[config.mk]
export PLATFORM = sky130hd
export DESIGN_NAME = serial_cfg_rom
export DESIGN_NICKNAME = d
export VERILOG_FILES = /design/src/rtl/serial_cfg_rom.sv
export SDC_FILE = /design/constraint.sdc
export NUM_CORES = 1
export LEC_CHECK = 0
export ABC_AREA = 1
export ABC_CLOCK_PERIOD_IN_PS = 3300
export BUFFER_PORTS_ARGS = -buffer_cell sky130_fd_sc_hd__buf_4
export CAP_MARGIN = 25
export CORE_MARGIN = 2
export CORE_UTILIZATION = 60
export DETAILED_ROUTE_END_ITERATION = 10
export GPL_TIMING_DRIVEN = 0
export PLACE_DENSITY = 0.8
export SLEW_MARGIN = 15
export SYNTH_ARGS = -nofsm -noshare
export SYNTH_HDL_FRONTEND = slang
export SYNTH_SLANG_ARGS = --single-unit
[constraint.sdc]
create_clock -name clk -period 3.3 [get_ports clk]
set_input_delay 0 -clock clk [delete_from_list [all_inputs] [get_ports clk]]
set_output_delay 0 -clock clk [all_outputs]
set_load 0.01 [all_outputs]
[src/rtl/serial_cfg_rom.sv]
module serial_cfg_rom #(
  parameter int          DEPTH           = 2048,
  parameter bit          RST_ACTIVE_HIGH = 1'b1,
  parameter logic [15:0] IMG_KEY         = 16'h00B5,
  parameter bit          IMG_INV         = 1'b0
) (
  input  logic clk,
  input  logic ce_n,
  input  logic rst_oe,
  output logic data,
  output logic data_oe,
  output logic chain_ce_n,
  output logic standby
);

  localparam int ADDR_W = (DEPTH > 1) ? $clog2(DEPTH) : 1;
  localparam logic [ADDR_W-1:0] LAST_ADDR = ADDR_W'(DEPTH - 1);

  function automatic logic [DEPTH-1:0] build_image();
    logic [DEPTH-1:0] img;
    for (int a = 0; a < DEPTH; a++) begin
      logic [15:0] av;
      av = a[15:0];
      img[a] = (^(av & IMG_KEY)) ^ IMG_INV;
    end
    return img;
  endfunction

  localparam logic [DEPTH-1:0] IMAGE = build_image();

  logic              rst_act;
  logic              enabled;
  logic [ADDR_W-1:0] addr;
  logic              past_tc;

  assign rst_act = RST_ACTIVE_HIGH ? rst_oe : ~rst_oe;
  assign enabled = ~ce_n & ~rst_act;

  always_ff @(posedge clk or posedge rst_act) begin
    if (rst_act) begin
      addr    <= '0;
      past_tc <= 1'b0;
    end else if (enabled && !past_tc) begin
      if (addr == LAST_ADDR) past_tc <= 1'b1;
      else                   addr    <= addr + ADDR_W'(1);
    end
  end

  assign data_oe    = enabled & ~past_tc;
  assign data       = data_oe & IMAGE[addr];
  assign chain_ce_n = ~(enabled & past_tc);
  assign standby    = ce_n;

  AST_ADVANCE: assert property (@(posedge clk) disable iff (rst_act)
    (enabled && !past_tc && addr != LAST_ADDR) |=> (addr == $past(addr) + ADDR_W'(1)));
  AST_HOLD_IDLE: assert property (@(posedge clk) disable iff (rst_act)
    ce_n |=> ($stable(addr) && $stable(past_tc)));
  AST_FROZEN: assert property (@(posedge clk) disable iff (rst_act)
    past_tc |=> (past_tc && $stable(addr)));
  AST_HANDOFF: assert property (@(posedge clk) disable iff (rst_act)
    (enabled && addr == LAST_ADDR && !past_tc) |=> (!data_oe || ce_n));
  AST_CHAIN_DONE: assert property (@(posedge clk) disable iff (rst_act)
    !chain_ce_n |-> (past_tc && !ce_n && !data_oe));

  always_comb begin
    if (!rst_act) begin
      AST_QUIET_LINE: assert (data_oe || !data);
    end
  end

endmodule

[Yosys cells after proc, flatten, opt, wreduce, memory -nomap -nowiden]
Memory sizes are Yosys's and may differ from the RTL's.
Cells that the tools add are included.
Widths: inputs -> output; s select.
Word-level totals
  input port bits: 3
  logic and storage cells: 20
  register bits: 12
  memories kept: 1
  output and inout port bits: 4
  ROM bits: 2048
Cells by class
  $lt $le $gt $ge: 1
  $add $sub $neg: 1
  equality and inequality tests: 1
  reductions and logical operators: 4
  multiplexer cells: 1
  bitwise logic cells: 9
Memories
  (name not given): depth 2048, bits a word 1, rd ports 1, clocked after memory_dff 0, wr ports 0, RTL line 50  | assign data = data_oe & IMAGE[addr];
Operator list (count)
  $lt 11x12->1 const B: 1
  $add 11x1->11 const B: 1
  $eq 11x11->1 const B: 1
  $not 1->1: 5
  $and 1x1->1: 4
  $reduce_and 2->1: 2
  $logic_and 1x1->1: 1
  $logic_not 1->1: 1
  $mux 1: 1

[Logic depth before layout (Yosys ltp)]
  depth in word-level cells: 4
  depth in mapped cells: 9
  mapped depth without buffers: 8

[Worst setup path before layout]
OpenSTA, ideal clock, no wires.
  path type: register to register
  start: register addr[0]
  end: register addr[8]
  library setup time: 0.117 ns
  buffers on the path: 0
  arrival time: 1.188 ns
  data required time: 3.183 ns
  period minus slack after synthesis: 1.305 ns
  stages on the path, launching flop included: 9
  path slack: 1.995 ns
  cell sequence: dfrtp_1 -> ha_1 -> nand2_1 -> nor2_4 -> nand3_4 -> nand2_8 -> inv_8 -> nand2_2 -> o21ai_2
On the way
  longest elaborated chain between the ends: 3
  elaborated cells between the ends (all ways): 4
  classes of those cells: add/sub (1); eq/ne (1); bitwise (1); reduce/logical (1)
RTL lines
  from (decl): RTL line 33  | logic [ADDR_W-1:0] addr;
  from (signal assigned): RTL line 45  | else addr <= addr + ADDR_W'(1);
  branches (longest 3 deep; another with $add 11x1->11)
Several ways; the timed one is not identified.
A chain may end at the register's enable or synchronous reset.

[Worst setup path in the final report]
  start: register addr[4]
  end: output port data
On the way
  longest elaborated chain between the ends: 3
RTL lines
  $mem_v2 2048x1
  $mux 1 (implied by the code): RTL line 50
  $and 1x1->1: RTL line 50
  to (decl): RTL line 10  | output logic data,
Every way passes these cells. The select of a mux whose other input is x is not followed.

==> run summary <==
Cells after synthesis -> 113
P per Cell Area -> 523 nW/µm²
CTS H-tree lvls -> 1
Num CTS Buffers -> 3
Congestion Overflow GR -> 0
Min Clock Period, post-route -> 1.50 ns
Max Cap Viol -> 0
Clock transition at the registers of the reported paths -> 0.07 ns
Syn Std Cell Area -> 840 µm²
Maximum clock path buffer count -> 2
Max-slew violation count -> 0
Startpoint Class -> register
Global Route Usage Sum -> 20.0%
WP data arrival -> 1.50 ns
Clk root buf -> clkbuf_4
Wirelength, routed -> 1470 µm
Top post-synthesis cells by area -> dfrtp_1 (36%), nand2_1 (20%), nand2_2 (5.2%)
Final setup vio count -> 0
Hold Startpoint -> ce_n
Std-Cell Core Area -> 1300 µm²
CTS sink count -> 12
CTS tree -> yes
Yosys cell types -> 23
IO Pins -> 7
Switching part of the total -> 38.8%
Net Count, Synth -> 117
DRT iter0 DRCs -> 16
Remaining antenna violation count -> 0
Worst-Skew Late Latency -> 0.27 ns
First-pass GRT wire length -> 2670 µm
Mapped Avg Cell Area -> 7.43 µm²
Reg power frac -> 43.8%
Core Rows -> 13
Most frequent cells after synthesis -> nand2_1 (44), dfrtp_1 (12), inv_1 (11)
Most common cell in the synthesized netlist -> nand2_1
DRT Pass-1 Iters -> 4
Crit path max fanout -> 5
Number of vias per cell -> 4.97
DP HPWL -> 1130 µm
Vias in the first global route -> 646
Status -> complete, no violations
Placed insts -> 134
Diodes inserted -> 0
Max VDD drop -> 300 µV
Die span in x -> 41.4 µm
DRC Markers -> 0
Worst-margin pin slew -> 0.457 ns
Sequential area share after synthesis -> 35.8%
Synth async-reset ratio -> 100%
Area grow syn2layout -> 11.5%
Gate power share -> 38.4%
Post_cts resized -> 0
Share of Yosys cell area claimed by the top area cell type -> 35.8%
Dominant cell type by area after synthesis -> dfrtp_1
Worst setup startpoint -> addr[4]
Vias -> 686
Hold violation count in the final report -> 0
WP data required -> 3.30 ns
Clock power frac -> 17.8%
Switching power total -> 190 µW
Warnings, synthesis -> 0
Overall Power -> 489 µW
Initial antenna violation count -> 0
Crit Path Category -> reg -> out
Non-Filler Instances -> 138
FF+latch count, synth -> 12
Worst relative slew slack -> 69.5%
Final net count -> 129
FF-to-FF Start -> addr[0]
Largest net degree at the start of global routing -> 13
Final Util -> 71.9%
Top FF cell, synth -> dfrtp_1
P_int -> 299 µW
Hold Crit Class -> in -> reg
RSZ-0062 raised after global routing -> false
Layout cell share with drive strength beyond 1 -> 22.8%
Setup TNS -> 0 ns
Setup Skew -> 0.00348 ns
Die area -> 1710 µm²
Number of synthesized flops with an enable pin -> 0
Input/output buffers -> 6
DR WL/cell -> 10.6 µm
Final period util -> 45.4%
Initial Utilization -> 64.5%
Fillers -> 112
Chip height -> 41.4 µm
Routability cong. -> 0.823
Static leakage -> 0.460 nW
Type of destination of the critical path -> output port
FMAX -> 668 MHz
what timing repair did:
| item | CTS | global route |
|---|---|---|
| hold endpoints to repair | 12 | 0 |
| hold buffers | 1 | 0 |
| setup buffers | 0 | 0 |
path summary, 6_finish.rpt:
| kind | to | slack, ns | cells after the start |
|---|---|---|---|
| setup / recovery | data | 1.80 | 8 |
| hold / removal | addr[10] | 0.06 | 4 |
| setup reg to reg | addr[4] | 1.82 | 8 |
| hold reg to reg | addr[10] | 0.49 | 2 |
| max in group asynchronous | addr[3] | 2.67 | 3 |
| min in group asynchronous | past_tc | 0.32 | 3 |
critical path, stage by stage, from the launching register on:
cell and delay (ns):
dfrtp_1 0.45, nand2_2 0.15, inv_1 0.06, o21ai_0 0.19, nand2_1 0.08, nand2_1 0.06, nand2_1 0.05, nor2_1 0.08
buf_4 0.12
power groups by stage:
stage / clock network (mW) / logic (mW) / registers [mW]
2_1_floorplan: 0 / 0.156 / 0.208
5_1_grt: 0.0970 / 0.217 / 0.220
4_1_cts: 0.0885 / 0.190 / 0.213
3_3_place_gp: 0 / 0.180 / 0.214
6_report: 0.0869 / 0.188 / 0.214
3_5_place_dp: 0 / 0.188 / 0.215
state kept, by name, indices dropped and copies added (netlist names):
name,cells
addr,11
past_tc,1
layer usage:
layer / wire length [µm] / vias to the layer above / part of all wire [%] / track usage (%)
met5: 0 / - / 0 / 0
met4: 12 / 0 / 0.82 / 7.74
met3: 50 / 2 / 3.4 / 3.91
met2: 694 / 11 / 47 / 30.9
met1: 709 / 305 / 48 / 27.7
li1: - / 368 / - / -
cell families after synthesis:
kind of cell               count (synthesis)  synth area share, %
adders and majority gates                  1                 1.49
DFF                                       12                 35.8
buffers and inverters                     15                 8.49
AOI/OAI and AO/OA                          4                 3.13
and+or+nand+nor                           76                 45.0
xor gates and xnor gates                   5                 6.11
cells in the final DEF, fill, tap and decap left out, types with 3 or more instances in the layout:
cell type  synthesis  final
buf_4              2      8
clkbuf_4           0      3
dfrtp_1           12     12
inv_1             11     11
nand2_1           44     44
nand2_2            7      7
nand3_1            8      8
nor2_1             9      9
xnor2_1            3      3
per-stage QoR:
stage / worst slack [ns] / hold WS (ns) / area (µm²)
after floorplan: 1.99 / -0.135 / 840
after global placement: 1.86 / 0.0618 / 903
after detailed placement: 1.85 / 0.0653 / 903
after CTS: 1.79 / 0.0560 / 936
after global routing: 1.60 / 0.0774 / 936
final: 1.80 / 0.0600 / 936
cell type report:
cell class	instances	area (µm²)	share of cell area [%]
well taps	15	18.8	2.01
flip-flops and latches	12	300	32.1
plain buffers	2	15.0	1.60
inverters	13	56.3	6.02
multi-input cells	86	468	50.0
repair buffers	7	55.1	5.88
clock buffers	3	22.5	2.41
Note: power is estimated with default switching activity, not from simulation.
